File: src/rtl/bgc_pkg.sv
package bgc_pkg;

  // Strobes issued by the control FSM to the counter datapath
  typedef struct packed {
    logic clear;     // drop all period state
    logic startOn;   // a new on time begins
    logic countOn;   // on time continues this cycle
    logic skipLoad;  // arm the skip counter
    logic skipDec;   // one skipped period consumed
  } bgcStrobe_t;

endpackage

File: src/rtl/bgc_datapath.sv
module bgc_datapath
  import bgc_pkg::*;
#(
  parameter int MIN_ON_CYC   = 3,
  parameter int MAX_ON_CYC   = 47,
  parameter int SKIP_PERIODS = 3
) (
  input  logic       clk,
  input  logic       rst_n,
  input  bgcStrobe_t strobe,
  output logic       minDone,
  output logic       maxDone,
  output logic       skipping
);

  localparam int ON_W   = $clog2(MAX_ON_CYC + 2);
  localparam int SKIP_W = $clog2(SKIP_PERIODS + 1);
  localparam logic [ON_W-1:0]   MIN_LIM  = ON_W'(MIN_ON_CYC);
  localparam logic [ON_W-1:0]   MAX_LIM  = ON_W'(MAX_ON_CYC);
  localparam logic [SKIP_W-1:0] SKIP_RLD = SKIP_W'(SKIP_PERIODS - 1);

  logic [ON_W-1:0]   onCnt;
  logic [SKIP_W-1:0] skipLeft;

  // onCnt holds the number of cycles the gate has been high, this one included
  always_ff @(posedge clk or negedge rst_n) begin
    if (!rst_n) begin
      onCnt <= '0;
    end else if (strobe.clear) begin
      onCnt <= '0;
    end else if (strobe.startOn) begin
      onCnt <= ON_W'(1);
    end else if (strobe.countOn) begin
      onCnt <= onCnt + ON_W'(1);
    end
  end

  always_ff @(posedge clk or negedge rst_n) begin
    if (!rst_n) begin
      skipLeft <= '0;
    end else if (strobe.clear) begin
      skipLeft <= '0;
    end else if (strobe.skipLoad) begin
      skipLeft <= SKIP_RLD;
    end else if (strobe.skipDec) begin
      skipLeft <= skipLeft - SKIP_W'(1);
    end
  end

  assign minDone  = (onCnt >= MIN_LIM);
  assign maxDone  = (onCnt >= MAX_LIM);
  assign skipping = (skipLeft != '0);

endmodule

File: src/rtl/bgc_control.sv
module bgc_control
  import bgc_pkg::*;
(
  input  logic       clk,
  input  logic       rst_n,
  input  logic       enable,
  input  logic       cycleStart,
  input  logic       rampTrip,
  input  logic       ocpHiTrip,
  input  logic       ocpLoTrip,
  input  logic       skipReq,
  input  logic       lightLoad,
  input  logic       minDone,
  input  logic       maxDone,
  input  logic       skipping,
  output bgcStrobe_t strobe,
  output logic       gateOn
);

  logic gateQ;
  logic ocpSel;
  logic turnOff;
  logic startSeen;
  logic startNow;

  always_comb begin
    ocpSel    = lightLoad ? ocpLoTrip : ocpHiTrip;
    // over-current is checked before the blanking qualifier
    turnOff   = gateQ && (ocpSel || (rampTrip && minDone) || maxDone);
    startSeen = enable && !gateQ && cycleStart;
    startNow  = startSeen && !skipping && !skipReq;

    strobe          = '0;
    strobe.clear    = !enable;
    strobe.startOn  = startNow;
    strobe.countOn  = enable && gateQ && !turnOff;
    strobe.skipLoad = startSeen && !skipping && skipReq;
    strobe.skipDec  = startSeen && skipping;
  end

  always_ff @(posedge clk or negedge rst_n) begin
    if (!rst_n) begin
      gateQ <= 1'b0;
    end else if (!enable) begin
      gateQ <= 1'b0;
    end else if (startNow) begin
      gateQ <= 1'b1;
    end else if (turnOff) begin
      gateQ <= 1'b0;
    end
  end

  assign gateOn = gateQ;

endmodule

File: src/rtl/boost_gate_ctrl.sv
module boost_gate_ctrl
  import bgc_pkg::*;
#(
  parameter int PERIOD_CYC   = 50,
  parameter int DUTY_PCT     = 94,
  parameter int MIN_ON_CYC   = 3,
  parameter int SKIP_PERIODS = 3
) (
  input  logic clk,
  input  logic rst_n,
  input  logic enable,
  input  logic cycleStart,
  input  logic rampTrip,
  input  logic ocpHiTrip,
  input  logic ocpLoTrip,
  input  logic skipReq,
  input  logic lightLoad,
  output logic gateOn
);

  localparam int MAX_ON_CYC = (PERIOD_CYC * DUTY_PCT) / 100;

  bgcStrobe_t strobe;
  logic minDone;
  logic maxDone;
  logic skipping;

  bgc_control u_ctrl (
    .clk        (clk),
    .rst_n      (rst_n),
    .enable     (enable),
    .cycleStart (cycleStart),
    .rampTrip   (rampTrip),
    .ocpHiTrip  (ocpHiTrip),
    .ocpLoTrip  (ocpLoTrip),
    .skipReq    (skipReq),
    .lightLoad  (lightLoad),
    .minDone    (minDone),
    .maxDone    (maxDone),
    .skipping   (skipping),
    .strobe     (strobe),
    .gateOn     (gateOn)
  );

  bgc_datapath #(
    .MIN_ON_CYC   (MIN_ON_CYC),
    .MAX_ON_CYC   (MAX_ON_CYC),
    .SKIP_PERIODS (SKIP_PERIODS)
  ) u_dp (
    .clk      (clk),
    .rst_n    (rst_n),
    .strobe   (strobe),
    .minDone  (minDone),
    .maxDone  (maxDone),
    .skipping (skipping)
  );

endmodule

File: config.mk
export PLATFORM = sky130hd
export DESIGN_NAME = boost_gate_ctrl
export DESIGN_NICKNAME = d
export VERILOG_FILES = /design/src/rtl/bgc_pkg.sv /design/src/rtl/bgc_datapath.sv /design/src/rtl/bgc_control.sv /design/src/rtl/boost_gate_ctrl.sv
export SDC_FILE = /design/constraint.sdc
export NUM_CORES = 1
export LEC_CHECK = 0
export ABC_AREA = 1
export BUFFER_PORTS_ARGS = -buffer_cell sky130_fd_sc_hd__buf_2
export CAP_MARGIN = 5
export CORE_AREA = 2 2 39 41
export DETAILED_ROUTE_END_ITERATION = 8
export DIE_AREA = 0 0 41 43
export PLACE_DENSITY = 0.76
export SLEW_MARGIN = 10
export SYNTH_ARGS = -nofsm -noshare
export SYNTH_HDL_FRONTEND = slang
export SYNTH_SLANG_ARGS = --single-unit
File: constraint.sdc
create_clock -name clk -period 1.6 [get_ports clk]
set_clock_uncertainty 0.05 [all_clocks]
set_input_delay 0.32 -clock clk [delete_from_list [all_inputs] [get_ports clk]]
set_output_delay 0.32 -clock clk [all_outputs]
set_load 0.1 [all_outputs]
; ---- Yosys cells after proc, flatten, opt, wreduce, memory -nomap -nowiden
; Index checks and enable logic that the tools add are counted.
[op_classes]
n_addsub = 2
order_cmp = 2
n_eq_ne = 3
muxes = 10
n_reduce_logical = 17
[ops]
columns = cell, n
row1 = 6-bit 2-to-1 mux, 3
row2 = 1-bit logical AND, 10
row3 = "3-bit by 1-bit != test with 1-bit output, second input constant", 3
row4 = "6-bit by 1-bit adder with 6-bit output, second input constant", 1
row5 = "6-bit by 2-bit >= comparator with 1-bit output, second input constant", 1
row6 = "6-bit >= comparator, second input constant", 1
row7 = 2-bit 2-to-1 mux, 3
row8 = 1-bit zero test, 4
row9 = 1-bit 2-to-1 mux, 4
row10 = 1-bit logical OR, 2
row11 = 2-bit nonzero test, 1
row12 = "2-bit by 1-bit subtractor with 2-bit output, second input constant", 1
[word_totals]
ff_bits = 9
in_bits = 9
out_inout_bits = 1

; ---- Longest topological paths before layout
; Gate-level depths: netlist of the first run.
[logic_depth]
depth_word = 10
ltp_mapped = 10
mapped_depth_nobuf = 10

; ---- Cells and area by module
; Synthesis of the first run repeated with hierarchy kept, for this count alone.
[unflattened]
hier_cells = 84
hier_area_um2 = 574.3
[modules_own_cells]
columns = mod, instances, cells_per_inst, area_per_inst_um2, seq_area_each_um2
row1 = bgc_datapath, 1, 59, 446.7, 200.2
row2 = bgc_control, 1, 25, 127.6, 25.0

; ---- Worst setup path after synthesis of the first run
; OpenSTA, ideal clock, no wires.
[synth_path]
kind = register to register
startpoint = reg u_ctrl.gateQ (netlist: u_ctrl.gateOn)
endpoint = reg u_dp.onCnt[2]
arrival_ns = 1.543
t_required_ns = 1.433
path_slack_ns = -0.110
stages_incl_launch_ff = 6
path_buffers = 0
synth_period_minus_slack_ns = 1.710
path_cell_list = dfrtp_1 nand2_1 nor2_1 nand3_4 nand3_1 nand2_1
[synth_via]
elab_chain_len = 7
word_cells_on_any_way = 12
classes_between = 1 x eq/ne / 2 x mux / 9 x reduce/logical
[synth_rtl]
columns = element, line
row1 = "start, declared", bgc_control.sv:20  ; logic gateQ;
row2 = "start signal, assigned", bgc_control.sv:43  ; gateQ <= 1'b0;
row3 = "start signal, assigned", bgc_control.sv:45  ; gateQ <= 1'b0;
row4 = "start signal, assigned", bgc_control.sv:47  ; gateQ <= 1'b1;
row5 = 1-bit zero test, bgc_control.sv:30  ; startSeen = enable && !gateQ && cycleStart;
row6 = 1-bit logical AND (2 in a row), bgc_control.sv:30
row7 = 1-bit logical AND (2 in a row), bgc_control.sv:31  ; startNow = startSeen && !skipping && !skipReq;
row8 = 6-bit 2-to-1 mux, bgc_datapath.sv:31  ; end else if (strobe.startOn) begin
row9 = 6-bit 2-to-1 mux, bgc_datapath.sv:29  ; end else if (strobe.clear) begin
row10 = "end signal, assigned", bgc_datapath.sv:34  ; onCnt <= onCnt + ON_W'(1);
row11 = "end, declared", bgc_datapath.sv:22  ; logic [ON_W-1:0] onCnt;
; Parallel ways exist; a longest one is shown, timed or not.
; A chain may end at the register's enable or synchronous reset.

; ---- Worst setup path in the final report of the first run
[layout_path]
startpoint = reg u_dp.onCnt[0]
endpoint = reg u_dp.onCnt[0]
[layout_via]
elab_chain_len = 8
word_cells_on_any_way = 13
classes_between = 1 x add/sub / 2 x order compare / 1 x eq/ne / 3 x mux / 6 x reduce/logical
[layout_rtl]
columns = element, line
row1 = 6-bit by 2-bit >= comparator with 1-bit output, bgc_datapath.sv:50  ; assign minDone = (onCnt >= MIN_LIM);
row2 = 1-bit logical AND, bgc_control.sv:29  ; turnOff = gateQ && (ocpSel || (rampTrip && minDone) || maxDone);
row3 = 1-bit logical OR (2 in a row), bgc_control.sv:29
row4 = 1-bit logical AND, bgc_control.sv:29
row5 = 1-bit zero test, bgc_control.sv:36  ; strobe.countOn = enable && gateQ && !turnOff;
row6 = 1-bit logical AND, bgc_control.sv:36
row7 = 3-bit by 1-bit != test with 1-bit output (no source line), n/a
; Parallel ways exist; a longest one is shown, timed or not. The select of a mux whose other input is x is not followed.

==> metrics.txt, run 1 <==
Num CTS Buffers=3; max_slew headroom=68.1%; crit path cell chain=ha_1 > nor2_1 > nand3_1 > nand2_1 > nand3_4 > nand3_1 > nand2_1; initial DRC count=7; Detailed Place HPWL=871 µm; DR WL/cell=10.1 µm; Fmax achieved=681 MHz; Skew-Pair Late Insertion Delay=0.26 ns; Worst Max-Slew Pin Slew=0.482 ns; wl on met1=521 µm; top routing layer in use=met4; post-route ant nets=0; required time of the critical path=1.70 ns; GRT overflow=0; CTS H-tree depth=1; kind of critical path=reg2reg; Area Overhead vs Synth=17.4%; P_leak=0.359 nW; Die H=43 µm; endpoints failing hold=0; Final GP Congestion=0.808; first-pass GRT wire length=1890 µm; # DRC=0; Longest Clk Path Bufs=2; wire length on met3=38 µm; total power=592 µW; post-synth cell types=19; DRT Pass-1 Iters=4; crit share post-route=91.7%; setup TNS=0 ns; CTS sink cnt=9; Via density=4.97; crit path DAT=1.56 ns; Mapped Area=598 µm²; # rows=14; port bufs=9; CP max-delay cell=dfrtp_1; io pins=10; final worst path period need=1.47 ns; diode count=0; Syn Area/Cell=7.57 µm²; sequential area share after synthesis=37.7%; crit end category=register; hold path start=enable; CTS tree=built; Worst path max stage delay=0.44 ns; initial antenna violation count=0; Seq cells post-synth=9; vias=542; largest net degree at the start of global routing=10; Total Routing Usage GR=15.8%; setup repair bufs after CTS=0; Die W=41 µm; max-slew violation count=0; Setup crit start=u_dp.onCnt[0]; hold slack=0.294 ns; full die area=1760 µm²; outcome=finished, final reports clean; final non-filler cell total=109; Syn Inst Count=79; Clock transition at path regs=0.07 ns; starting density of the core=43.2%; Crit Path Max Fanout=7; max cap viols=0; Post-layout nets=106; CP Launch Type=register; placed cell count=104; power density cells=844 nW/µm²; Worst VDD drop=0.409 mV; vias in the first global route=496; syn nets=91; final WL=1100 µm; share of cells above drive strength 1=24.7%; Hold WC Path Type=in2reg; Ys Warns=0; RR Startpoint=u_dp.onCnt[0]; most common cell after layout, fill and taps aside=nand2_1; commonest cells after routing, fill and taps aside=19 x nand2_1, 10 x nand3_1, 9 x nor2_1, 9 x buf_2; final setup vio count=0; core area=1380 µm²; RSZ-0062 raised after global routing=no; Met2 Wirelength=528 µm; CTS root buf=clkbuf_4
==> cell usage after synthesis <==
master | count | area share, %
a21oi_1 | 3 | 2.5
dfrtp_1 | 9 | 38
ha_1 | 3 | 6.3
inv_1 | 8 | 5.0
inv_2 | 1 | 0.63
nand2_1 | 19 | 12
nand2_2 | 3 | 3.1
nand2_4 | 2 | 3.8
nand3_1 | 10 | 8.4
nand3_4 | 1 | 2.9
nand3b_1 | 1 | 1.3
nand4_1 | 3 | 3.1
nor2_1 | 9 | 5.6
nor2_2 | 1 | 1.0
nor2_4 | 1 | 1.9
nor3_1 | 1 | 0.84
o21ai_1 | 2 | 1.7
o21bai_1 | 1 | 1.3
o22ai_1 | 1 | 1.0
==> critical path: cells and delay by family (launching register included) <==
family / cells / cell delay, ns
AND/OR/NAND/NOR: 6 / 0.61
adder cells (fa/ha/maj): 1 / 0.26
flip-flops: 1 / 0.44
==> cells by family (layout without fill, tap and decap cells) <==
logic type / after synthesis / after routing / share of synthesized area (%)
fa+ha+maj: 3 / 3 / 6.28
flops: 9 / 9 / 37.7
simple gates: 51 / 51 / 43.9
compound gates: 7 / 7 / 6.49
buf+inv: 9 / 23 / 5.65
==> area by class of cell <==
cell class | instances | area, µm²
fillers | 140 | 682
flip-flops and latches | 9 | 226
inverters | 9 | 33.8
repair buffers | 10 | 55.1
well taps | 16 | 20.0
multi-input cells | 61 | 339
clock buffers | 3 | 22.5
clock inverters | 1 | 5.00
==> stage by stage <==
stage	setup slack, ns	area (µm²)	util (%)
floorplan	0.182	599	-
finish	0.132	702	50.7
CTS	0.131	702	50.7
detailed placement	0.135	664	48.0
global placement	0.172	664	48.0
global route	0.0107	702	50.7
==> state kept, by name (all words and copies together), names as in the netlist <==
signal and flops:
u_dp.onCnt 6, u_dp.skipLeft 2, u_ctrl.gateOn 1
==> worst paths after layout <==
kind / endpoint / slack [ns] / cells past startpoint
setup / recovery: u_dp.onCnt[0] / 0.13 / 7
hold / removal: u_dp.onCnt[5] / 0.29 / 3
setup reg to reg: u_dp.onCnt[0] / 0.13 / 7
hold reg to reg: u_dp.skipLeft[1] / 0.49 / 2
max in group asynchronous: u_ctrl.gateOn / 0.92 / 2
min in group asynchronous: u_dp.onCnt[3] / 0.38 / 2
==> power by group <==
part	internal (mW)	leakage (nW)	switching, mW
clock network	0.0921	0.0177	0.0839
logic	0.0534	0.221	0.0917
registers	0.249	0.121	0.0224
total	0.394	0.359	0.198
==> layer usage <==
metal	up-vias	track usage, %
li1	287	-
met4	0	10.0
met5	-	0
met3	2	1.57
met1	244	20.0
met2	9	24.4
==> what timing repair did <==
| item | 4_1_cts | 5_1_grt |
|---|---|---|
| resized for setup | 0 | 0 |
| hold buffers | 1 | 0 |
| hold endpoints to repair | 9 | 0 |
No activity file was read; power rests on OpenSTA's default activity.
==> run 2, diff against run 1 <==
clock period = 1.75 ns   (was 1.6 ns; I/O delays follow)
==> metrics.txt, run 2 (synthesized netlist as in run 1, its figures left out) <==
vias in the first global route=504 (+1.6%); CTS tree=built; # rows=14 (unchanged); Fmax achieved=658 MHz; Hold Path Stages=3 (unchanged); diode count=0 (unchanged); port bufs=9 (unchanged); Worst VDD drop=0.439 mV (+7.3%); initial DRC count=8 (+1); fillers=146 (+4.3%); placed cell count=104 (unchanged); required time of the critical path=1.35 ns (-0.35 ns); Crit path depth=1 (-6); pre-CTS WS=0.250 ns (+0.115 ns); initial antenna violation count=0 (unchanged); Total Routing Usage GR=17.4% (+1.6 points); CTS sink cnt=9 (unchanged); CP Launch Type=register; Via density=5.02 (+0.92%); # DRC=0 (unchanged); Most flops, register=u_dp.onCnt; power density cells=777 nW/µm² (-7.9%); Num CTS Buffers=3 (unchanged); Post-layout nets=106 (unchanged); crit path cell chain=buf_2; CTS H-tree depth=1 (unchanged); WP buf/inv=1 (+1); outcome=finished, final reports clean; Detailed Place HPWL=906 µm (+4.0%); io pins=10 (unchanged); Crit Path Max Fanout=3 (-4); Register-to-Register Path Depth=8 (+1); kind of critical path=reg2out; top routing layer in use=met4; crit end category=primary output; total power=545 µW (-8.0%); crit share post-route=86.9%; commonest cells after routing, fill and taps aside=19 x nand2_1, 10 x nand3_1, 9 x nor2_1, 9 x buf_2, 9 x dfrtp_1; final setup vio count=0 (unchanged); Clock transition at path regs=0.07 ns (about the same); Longest Clk Path Bufs=2 (unchanged); share of cells above drive strength 1=23.7% (-1.1 points); final worst path period need=1.52 ns; Worst path max stage delay=0.45 ns (about the same); RSZ-0062 raised after global routing=no; DRT Pass-1 Iters=4 (unchanged); most common cell after layout, fill and taps aside=nand2_1; post-route ant nets=0 (unchanged); core area=1380 µm² (unchanged); full die area=1760 µm² (unchanged); Final GP Congestion=0.795 (-1.6%); Met2 Wirelength=599 µm (+13%); Die W=41 µm (unchanged); starting density of the core=43.2% (unchanged); crit path DAT=1.12 ns (-0.44 ns); Area Overhead vs Synth=17.2%; setup repair bufs after CTS=0 (unchanged); largest net degree at the start of global routing=10 (unchanged); vias=547 (+0.92%); final WL=1190 µm (+7.9%); DR WL/cell=10.9 µm (+7.9%); Crit path max-delay family=buffers and inverters; max_slew headroom=68.1% (about the same); setup TNS=0 ns (unchanged); Hold WC Path Type=in2reg; final non-filler cell total=109 (unchanged); endpoints failing hold=0 (unchanged); max reg flops=6 (unchanged); Die H=43 µm (unchanged); P_leak=0.361 nW (+0.45%); first-pass GRT wire length=2000 µm (+5.9%); CP max-delay cell=buf_2; wire length on met3=21 µm (-45%); CTS root buf=clkbuf_4; Worst Max-Slew Pin Slew=0.482 ns (+0.000339 ns); worst setup margin=0.230 ns (+0.0973 ns); max cap viols=0 (unchanged); GRT overflow=0 (unchanged); max-slew violation count=0 (unchanged); wl on met1=551 µm (+5.8%); Skew-Pair Late Insertion Delay=0.26 ns (about the same); hold slack=0.321 ns (+0.0266 ns)
## run 2: cell types whose count changed in the layout (fill, tap and decap cells not counted)
| cell | delta |
|---|---|
| dfrtp_1 | +1 |
| dfrtp_2 | -1 |
## run 2: worst paths after layout
kind	from	endpoint	slack, ns
max	u_ctrl.gateOn	gateOn	0.23
min	enable	u_dp.onCnt[5]	0.32
max reg2reg	u_dp.onCnt[0]	u_dp.onCnt[3]	0.23
min reg2reg	u_dp.skipLeft[1]	u_dp.skipLeft[1]	0.49
max in group asynchronous	rst_n	u_dp.onCnt[1]	1.06
min in group asynchronous	rst_n	u_dp.onCnt[5]	0.41
## run 2: report_power, final
| group | total [mW] | switching [mW] | leakage [nW] | internal [mW] |
|---|---|---|---|---|
| clock | 0.163 | 0.0782 | 0.0177 | 0.0844 |
| sequential | 0.249 | 0.0214 | 0.122 | 0.227 |
| combinational | 0.133 | 0.0846 | 0.221 | 0.0489 |
## run 2: final cells by class
class | instances | area [µm²] | area share [%]
timing repair buffer | 10 | 55.1 | 7.86
tap | 16 | 20.0 | 2.86
multi-input combinational | 61 | 339 | 48.4
clock buffer | 3 | 22.5 | 3.21
inverter | 9 | 33.8 | 4.82
sequential | 9 | 225 | 32.1
clock inverter | 1 | 5.00 | 0.714
## run 2: per-layer routing
metal,vias to the layer above,GRT usage (%)
met2,8,25.3
met5,-,0
met3,2,3.14
li1,288,-
met4,0,14.0
met1,249,21.2
## run 2: stage by stage
step / cell area, µm² / utilization [%]
final: 701 / 50.6
after global routing: 701 / 50.6
after CTS: 701 / 50.6
after detailed placement: 663 / 47.9
after global placement: 663 / 47.9
after floorplan: 598 / -
## run 2: timing repair
action                                 CTS  global route
hold buffers                             1             0
endpoints found under the hold margin    9             0
gates resized for setup                  0             0
